### src/rtl/seg_ring_pkg.sv
package seg_ring_pkg;

    // Outer ring has six positions; the digit has seven lines.
    localparam int RING_POSITIONS = 6;
    localparam int SEG_LINES      = 7;
    localparam int POS_W          = $clog2(RING_POSITIONS);

    // Resting pattern: middle bar only.
    localparam logic [SEG_LINES-1:0] SEG_REST = 7'h40;

    typedef enum logic [1:0] {
        ST_IDLE  = 2'd0,
        ST_RUN   = 2'd1,
        ST_DRAIN = 2'd2
    } ring_state_e;

endpackage

### src/rtl/seg_ring_press_detect.sv
module seg_ring_press_detect #(
    parameter int SYNC_STAGES = 2
) (
    input  logic clk,
    input  logic rst_n,
    input  logic btn_n,
    output logic press
);

    // stage[0..SYNC_STAGES-1] synchronize; stage[SYNC_STAGES] remembers
    // the previous synchronized level for edge detection.
    logic [SYNC_STAGES:0] stage_q;

    always_ff @(posedge clk or negedge rst_n) begin
        if (!rst_n) begin
            stage_q[0] <= 1'b1;
        end else begin
            stage_q[0] <= btn_n;
        end
    end

    for (genvar i = 1; i <= SYNC_STAGES; i++) begin : g_stage
        always_ff @(posedge clk or negedge rst_n) begin
            if (!rst_n) begin
                stage_q[i] <= 1'b1;
            end else begin
                stage_q[i] <= stage_q[i-1];
            end
        end
    end

    // One-cycle pulse on a synchronized high-to-low transition.
    assign press = stage_q[SYNC_STAGES] & ~stage_q[SYNC_STAGES-1];

endmodule

### src/rtl/seg_ring_step_timer.sv
module seg_ring_step_timer #(
    parameter int SLOW_CYCLES = 10_000_000,
    parameter int FAST_CYCLES = 5_000_000
) (
    input  logic clk,
    input  logic rst_n,
    input  logic enable,
    input  logic fast,
    output logic tick
);

    localparam int MAX_CYCLES = (SLOW_CYCLES > FAST_CYCLES) ? SLOW_CYCLES : FAST_CYCLES;
    localparam int CNT_W      = $clog2(MAX_CYCLES + 1);
    localparam logic [CNT_W-1:0] SLOW_LAST = CNT_W'(SLOW_CYCLES - 1);
    localparam logic [CNT_W-1:0] FAST_LAST = CNT_W'(FAST_CYCLES - 1);

    logic [CNT_W-1:0] cnt_q;
    logic [CNT_W-1:0] last_cnt;

    assign last_cnt = fast ? FAST_LAST : SLOW_LAST;
    // ">=" keeps the period bounded if the speed switch drops the limit mid-step.
    assign tick     = enable && (cnt_q >= last_cnt);

    always_ff @(posedge clk or negedge rst_n) begin
        if (!rst_n) begin
            cnt_q <= '0;
        end else if (!enable || tick) begin
            cnt_q <= '0;
        end else begin
            cnt_q <= cnt_q + CNT_W'(1);
        end
    end

endmodule

### src/rtl/seg_ring_map.sv
module seg_ring_map
    import seg_ring_pkg::*;
(
    input  logic [POS_W-1:0]          pos,
    input  logic                      cw,
    output logic [RING_POSITIONS-1:0] ring
);

    // Outer segment i is lit at position i going clockwise, and at
    // position (N - i) mod N going counter-clockwise; both start at a.
    for (genvar i = 0; i < RING_POSITIONS; i++) begin : g_seg
        localparam logic [POS_W-1:0] CW_POS  = POS_W'(i);
        localparam logic [POS_W-1:0] CCW_POS = POS_W'((RING_POSITIONS - i) % RING_POSITIONS);
        assign ring[i] = cw ? (pos == CW_POS) : (pos == CCW_POS);
    end

endmodule

### src/rtl/seg_ring_sequencer.sv
module seg_ring_sequencer
    import seg_ring_pkg::*;
#(
    parameter int SLOW_CYCLES = 10_000_000,
    parameter int FAST_CYCLES = 5_000_000,
    parameter int LAP_W       = 16,
    parameter int SYNC_STAGES = 2
) (
    input  logic             clk,
    input  logic             rst_n,
    input  logic             start_n,
    input  logic             dir_cw,
    input  logic             speed_fast,
    output logic [6:0]       seg,
    output logic [LAP_W-1:0] lap_count
);

    localparam logic [POS_W-1:0] LAST_POS = POS_W'(RING_POSITIONS - 1);

    ring_state_e             state_q, state_d;
    logic [POS_W-1:0]        pos_q;
    logic                    lap_cw_q;
    logic [LAP_W-1:0]        laps_q;
    logic                    press_pulse;
    logic                    step_tick;
    logic                    lap_done;
    logic                    is_idle;
    logic [RING_POSITIONS-1:0] ring_lines;

    seg_ring_press_detect #(
        .SYNC_STAGES(SYNC_STAGES)
    ) u_press (
        .clk  (clk),
        .rst_n(rst_n),
        .btn_n(start_n),
        .press(press_pulse)
    );

    seg_ring_step_timer #(
        .SLOW_CYCLES(SLOW_CYCLES),
        .FAST_CYCLES(FAST_CYCLES)
    ) u_timer (
        .clk   (clk),
        .rst_n (rst_n),
        .enable(!is_idle),
        .fast  (speed_fast),
        .tick  (step_tick)
    );

    seg_ring_map u_map (
        .pos (pos_q),
        .cw  (lap_cw_q),
        .ring(ring_lines)
    );

    assign is_idle  = (state_q == ST_IDLE);
    assign lap_done = step_tick && (pos_q == LAST_POS);

    // Next-state decision.
    always_comb begin
        state_d = state_q;
        unique case (state_q)
            ST_IDLE:  if (press_pulse) state_d = ST_RUN;
            ST_RUN:   if (press_pulse) state_d = ST_DRAIN;
            ST_DRAIN: if (lap_done)    state_d = ST_IDLE;
            default:  state_d = ST_IDLE;
        endcase
    end

    // State register together with the position, lap direction and lap count.
    always_ff @(posedge clk or negedge rst_n) begin
        if (!rst_n) begin
            state_q  <= ST_IDLE;
            pos_q    <= '0;
            lap_cw_q <= 1'b1;
            laps_q   <= '0;
        end else begin
            state_q <= state_d;
            unique case (state_q)
                ST_IDLE: begin
                    pos_q    <= '0;
                    lap_cw_q <= dir_cw;
                end
                ST_RUN, ST_DRAIN: begin
                    if (lap_done) begin
                        pos_q    <= '0;
                        lap_cw_q <= dir_cw;
                        laps_q   <= laps_q + LAP_W'(1);
                    end else if (step_tick) begin
                        pos_q <= pos_q + POS_W'(1);
                    end
                end
                default: begin
                    pos_q <= '0;
                end
            endcase
        end
    end

    // Output decode.
    always_comb begin
        unique case (state_q)
            ST_RUN, ST_DRAIN: seg = {1'b0, ring_lines};
            default:          seg = SEG_REST;
        endcase
    end

    assign lap_count = laps_q;

endmodule

### config.mk
export PLATFORM = sky130hd
export DESIGN_NAME = seg_ring_sequencer
export DESIGN_NICKNAME = d
export VERILOG_FILES = /design/src/rtl/seg_ring_pkg.sv /design/src/rtl/seg_ring_press_detect.sv /design/src/rtl/seg_ring_step_timer.sv /design/src/rtl/seg_ring_map.sv /design/src/rtl/seg_ring_sequencer.sv
export SDC_FILE = /design/constraint.sdc
export NUM_CORES = 1
export LEC_CHECK = 0
export ABC_AREA = 0
export BUFFER_PORTS_ARGS = -buffer_cell sky130_fd_sc_hd__buf_2
export CORE_ASPECT_RATIO = 1.2
export CORE_MARGIN = 2
export CORE_UTILIZATION = 50
export DETAILED_ROUTE_END_ITERATION = 6
export MAX_ROUTING_LAYER = met4
export PLACE_DENSITY_LB_ADDON = 0.25
export RECOVER_POWER = 25
export SLEW_MARGIN = 20
export SYNTH_ARGS = -nofsm -noshare
export SYNTH_HDL_FRONTEND = slang
export SYNTH_SLANG_ARGS = --single-unit
### constraint.sdc
create_clock -name clk -period 2.3 [get_ports clk]
set_input_delay 0.23 -clock clk [delete_from_list [all_inputs] [get_ports clk]]
set_output_delay 0.23 -clock clk [all_outputs]
set_load 0.005 [all_outputs]
; Word-level counts from Yosys, hierarchy flattened
; Cells that the tools add are included.
[op_classes]
n_addsub = 3
n_lt_le_gt_ge = 1
eq_ne = 12
mux = 16
bitwise = 2
reduce_logical = 11
[ops]
columns = operator, count
row1 = 2-to-1 mux 24 bit, 2
row2 = "adder 24 x 1 -> 24 bit, second input constant", 1
row3 = >= comparator 24 bit, 1
row4 = "adder 16 x 1 -> 16 bit, second input constant", 1
row5 = 2-to-1 mux 3 bit, 3
row6 = "!= test 2 bit, second input constant", 4
row7 = 2-to-1 mux 7 bit, 1
row8 = "== test 3 x 2 -> 1 bit, second input constant", 2
row9 = "== test 3 bit, second input constant", 2
row10 = 2-to-1 mux 2 bit, 3
row11 = one-hot mux 2 bit (3 select lines), 1
row12 = 2-to-1 mux 1 bit, 5
row13 = AND reduction 2 bit, 2
row14 = "adder 3 x 1 -> 3 bit, second input constant", 1
row15 = "== test 3 x 1 -> 1 bit, second input constant", 1
row16 = zero test 3 bit, 1
row17 = "!= test 3 bit, second input constant", 1
row18 = AND reduction 3 bit, 1
row19 = "== test 2 x 1 -> 1 bit, second input constant", 1
row20 = "== test 2 bit, second input constant", 1
row21 = logical AND 1 bit, 2
row22 = zero test 2 bit, 1
row23 = one-hot mux 1 bit (2 select lines), 1
row24 = nonzero test 2 bit, 1
row25 = 5 further kinds, 5
[totals]
regBits = 49
inputBits = 5
output_inout_bits = 23
word_cells = 53

; Longest topological paths before layout
[logic_depth]
ltp_word = 6
ltp_mapped = 10
depth_no_buf = 8

; By module
; A second synthesis with hierarchy kept.
[unflattened]
hier_cells = 274
area_unflattened_um2 = 2871.5
[modules_own_cells]
columns = mod, instances, cells_per_inst, area_per_inst_um2
row1 = seg_ring_step_timer, 1, 151, 1535.2
row2 = seg_ring_sequencer, 1, 106, 1166.1
row3 = seg_ring_press_detect, 1, 4, 92.6
row4 = seg_ring_map, 1, 13, 77.6

; Worst setup path after synthesis
; Ideal clock, no wire load.
[synth_timing]
path_kind = register -> register
startpoint = register u_timer.cnt_q[22]
endpoint = register state_q[1]
t_arrival_ns = 2.032
t_required_ns = 2.178
path_slack_ns = 0.146
stages_incl_launch_ff = 8
synth_period_minus_slack_ns = 2.154
cell_sequence = dfrtp_1 -> ha_1 -> and4b_1 -> and4_1 -> o311ai_1 -> and3_4 -> or4b_4 -> a32o_1
[synth_via]
elab_chain_cells = 5
[synth_rtl]
columns = element, line_no
row1 = from (decl), seg_ring_step_timer.sv:17  ; logic [CNT_W-1:0] cnt_q;
row2 = from (signal assigned), seg_ring_step_timer.sv:30  ; cnt_q <= cnt_q + CNT_W'(1);
row3 = >= comparator 24 bit, seg_ring_step_timer.sv:22  ; assign tick = enable && (cnt_q >= last_cnt);
row4 = logical AND 1 bit, seg_ring_step_timer.sv:22
row5 = logical AND 1 bit, seg_ring_sequencer.sv:57  ; assign lap_done = step_tick && (pos_q == LAST_POS);
row6 = != test 2 bit (no source line), --
row7 = AND reduction 3 bit (no source line), --
row8 = to (signal assigned), seg_ring_sequencer.sv:78  ; state_q <= state_d;
row9 = to (decl), seg_ring_sequencer.sv:20  ; ring_state_e state_q, state_d;
; Every way passes these cells.
; A chain may end at the register's enable or synchronous reset.

; Worst setup path after layout
; Same ends and word-level chain as after synthesis.

==> impl_summary.txt <==
----------------------------------------------------
[Detailed routing]
  Final Routed Wirelength ... between 5000 and 6000 um
  First drt pass iteration count ... 4
  Iteration-0 DRC count of the detailed router ... 100
  Detail-routed net length per standard cell ... about 14 um
  Number of antenna-violating nets in the routed design ... 0
  DRC viols ... 0
  Detail-routed via count per cell ... ~5.4
  Vias ... ~2,000

[Timing]
  Min Hold Slack ... about 0.024 ns
  Setup-failing EPs final ... 0
  Transition time of the tightest slew-check pin ... around 1.9 ns
  Fin crit period ... between 2 and 2.5 ns
  Number of hold violations in the final report ... 0
  Setup repair after global routing missed its margin ... false
  Final max-slew violation count ... 38
  Max Fclk ... approximately 0.45 GHz
  Setup clock skew after layout ... 0.00551 ns
  Final total negative setup slack ... 0 ns
  Fraction of the cycle the final worst path needs ... 96.8%
  Headroom to the max-slew limit ... -26.9%

[Power and ir drop]
  Worst IR drop on VDD ... between 0.3 and 0.4 mV
  Cell Pwr Density ... 660 nW/um^2
  Internal power contribution ... between 1000 and 1500 uW
  Proportion of power drawn by the clock network ... 23.8%
  Leakage Power ... approximately 0.0016 uW
  Share of power burned in combinational logic ... ~29%
  Sequential power share ... approximately 47%
  Switching share of power ... 33.3%
  Net switching power figure ... 693 uW

[Clock tree]
  Source-to-sink clock delay at the later pin of the worst-skew pair ... around 0.3 ns
  Depth of the CTS H-tree ... 2
  Clock tree from TritonCTS ... built
  Maximum count of clock buffers along a single path ... 2
  Buffer cell driving the clock tree root ... sky130_fd_sc_hd__clkbuf_8
  Clock buffer count from CTS ... 5
  Hold_buf cts ... 0
  Clock transition at path regs ... ~0.09 ns
  # clock sinks ... 49

[Worst setup path]
  Slowest cell on the critical path ... sky130_fd_sc_hd__or4b_4
  Worst path required time ... about 2.5 ns
  Category of the most critical setup path ... flip-flop to flip-flop
  Largest stage delay on the critical path ... approximately 0.5 ns
  Critical path capture point type ... flip-flop
  Max Fanout on Critical Path ... 3
  Worst endpoint data arrival time ... 2.42 ns
  Cell-by-cell trace of the critical path ... ha_1 -> and4b_1 -> and4_1 -> o311ai_1 -> and3_4 -> or4b_4 -> a32o_1
  Crit path launch type ... flip-flop

[Logic synthesis]
  Post-synth net total ... between 300 and 400
  Syn. warnings ... 0
  Share of Yosys cell area claimed by the top area cell type ... 40.8%
  Number of enable flip-flop cells after synthesis ... 0
  Number of distinct standard cells referenced by the synthesized netlist ... 42
  Cell area after technology mapping ... about 2800 um^2
  Mean cell area of the mapped netlist ... around 10 um^2
  Yosys reg bits ... 49
  Synth area leaders ... sky130_fd_sc_hd__dfrtp_1, sky130_fd_sc_hd__ha_1, sky130_fd_sc_hd__xor2_1, sky130_fd_sc_hd__nor2_1, sky130_fd_sc_hd__dfstp_2
  Fraction of registers with async set/reset ... 100%
  Seq/Total Area, Yosys ... about 45%
  Most instantiated library cell after synthesis ... sky130_fd_sc_hd__dfrtp_1
  Cell type contributing the most total cell area after synthesis ... sky130_fd_sc_hd__dfrtp_1
  Prevailing post-synth register cell ... sky130_fd_sc_hd__dfrtp_1
  Cells after synthesis ... roughly 280
  Most common library cells after synthesis ... sky130_fd_sc_hd__dfrtp_1, sky130_fd_sc_hd__nor2_1, sky130_fd_sc_hd__xor2_1

[Global routing]
  Wire length of the first global-routing pass ... 8930 um
  Global routing usage summed across all routing layers ... between 10% and 20%
  Via count of the first global-routing pass ... 2,040
  Residual overflow from global routing ... 0
  Largest net degree at the start of global routing ... 38
  Initial antenna violation count ... 0

[Die]
  Die area ... roughly 6100 um^2
  Placeable Area ... roughly 5300 um^2
  Starting density of the core ... roughly 52%
  Number of primary I/O pins ... 28
  Overall die height ... between 80 and 90 um
  Die W ... slightly above 70 um
  Standard-cell rows ... 29

[Job]
  Max capacitance violation total ... 1

[Layout]
  Share of layout cells above drive strength 1 ... slightly above 20%
  Antenna diode count ... 0
  Area growth, synth to finish ... 14.3%
  Layout net count ... about 340
  Number of standard cells in the layout, taps in and fillers out ... approximately 380

[Run status]
  Run status ... finished with violations
  Violated checks ... capacitance limit, slew limit

[Placement]
  GP Congestion ... about 0.8
  DP HPWL ... ~3800 um
  Count of port buffers added during placement ... 27
  Number of cells in the design after placement ... ~370

[Min path]
  Path category of the worst min-delay check ... primary input to flip-flop

----------------------------------------------------
## area by class of cell
class	count	area, um^2
inverters	13	48.8
clock buffers	5	68.8
well taps	62	77.6
multi-input cells	205	1460
clock inverters	3	17.5
flip-flops and latches	49	1230
repair buffers	41	251
fillers	478	2140
## stage by stage
stage | utilization, % | instance area, um^2 | power (uW) | worst slack [ns]
2_1_floorplan | - | 2760 | 1370 | 0.146
3_3_place_gp | 57.1 | 3020 | 1550 | 0.0812
3_5_place_dp | 57.1 | 3020 | 1570 | 0.0347
4_1_cts | 58.7 | 3110 | 2070 | 0.0272
5_1_grt | 59.6 | 3160 | 2230 | 0.00131
6_report | 59.6 | 3160 | 2080 | 0.0737
## cells by family after synthesis
group                      synth area share [%]
xor gates and xnor gates                   12.0
adders and majority gates                  9.51
buffers and inverters                      3.76
DFF                                        44.6
muxes                                      1.90
AOI/OAI and AO/OA                          4.39
and+or+nand+nor                            23.8
## worst paths after layout
kind / from / end / slack (ns) / cells after the start
worst max-delay path: u_timer.cnt_q[22] / state_q[1] / 0.07 / 7
worst min-delay path: start_n / u_press.stage_q[0] / 0.02 / 1
worst max register to register: u_timer.cnt_q[22] / state_q[1] / 0.07 / 7
worst min register to register: u_press.stage_q[0] / u_press.stage_q[1] / 0.36 / 0
max in group asynchronous: rst_n / u_timer.cnt_q[5] / 0.77 / 1
min in group asynchronous: rst_n / lap_count[10] / 0.44 / 1
## routing by layer
layer | global-route usage [%] | up-vias | wire (um)
li1 | - | 1035 | -
met1 | 22.2 | 975 | 2350
met2 | 32.3 | 33 | 2620
met3 | 3.09 | 5 | 155
met4 | 5.49 | 0 | 51
met5 | - | - | 0
## sequential cells by signal, indices dropped and copies added, names as in the netlist
name             cells
u_press.stage_q      3
pos_q                3
u_timer.cnt_q       24
state_q              2
lap_count           16
lap_cw_q             1
## power groups by stage
stage,sequential [uW],clock (uW),combinational (uW)
2_1_floorplan,985,0,390
3_3_place_gp,994,0,556
3_5_place_dp,998,0,568
4_1_cts,982,513,574
5_1_grt,994,550,686
6_report,981,496,606
## layout by cell type, fill, tap and decap left out, types with 3 or more instances in the layout
cell type	synthesis	layout
sky130_fd_sc_hd__a21oi_1	7	7
sky130_fd_sc_hd__and3_1	9	9
sky130_fd_sc_hd__and4_1	3	3
sky130_fd_sc_hd__buf_2	2	26
sky130_fd_sc_hd__buf_4	0	13
sky130_fd_sc_hd__clkbuf_8	0	5
sky130_fd_sc_hd__dfrtp_1	45	45
sky130_fd_sc_hd__dfstp_2	4	3
sky130_fd_sc_hd__ha_1	21	20
sky130_fd_sc_hd__inv_1	13	13
sky130_fd_sc_hd__mux2i_1	3	3
sky130_fd_sc_hd__nand2_1	19	19
sky130_fd_sc_hd__nand3_1	17	17
sky130_fd_sc_hd__nand3b_1	3	3
sky130_fd_sc_hd__nand4_1	10	10
sky130_fd_sc_hd__nor2_1	34	33
sky130_fd_sc_hd__nor3_1	7	7
sky130_fd_sc_hd__nor4_2	0	3
sky130_fd_sc_hd__o211ai_1	3	3
sky130_fd_sc_hd__xnor2_1	9	9
sky130_fd_sc_hd__xor2_1	29	29
## worst max-delay path: cells and delay by family (launching register included)
kind / cells / cell delay [ns]
adder cells (fa/ha/maj): 1 / 0.29
AND/OR/NAND/NOR: 4 / 1.13
flip-flops: 1 / 0.39
AO/OA/AOI/OAI: 2 / 0.30
## timing repair
item | CTS | global route
buffers inserted | 0 | 2
resized for setup | 0 | 5
setup endpoints to repair | 0 | 6
Note: power is estimated with default switching activity, not from simulation.
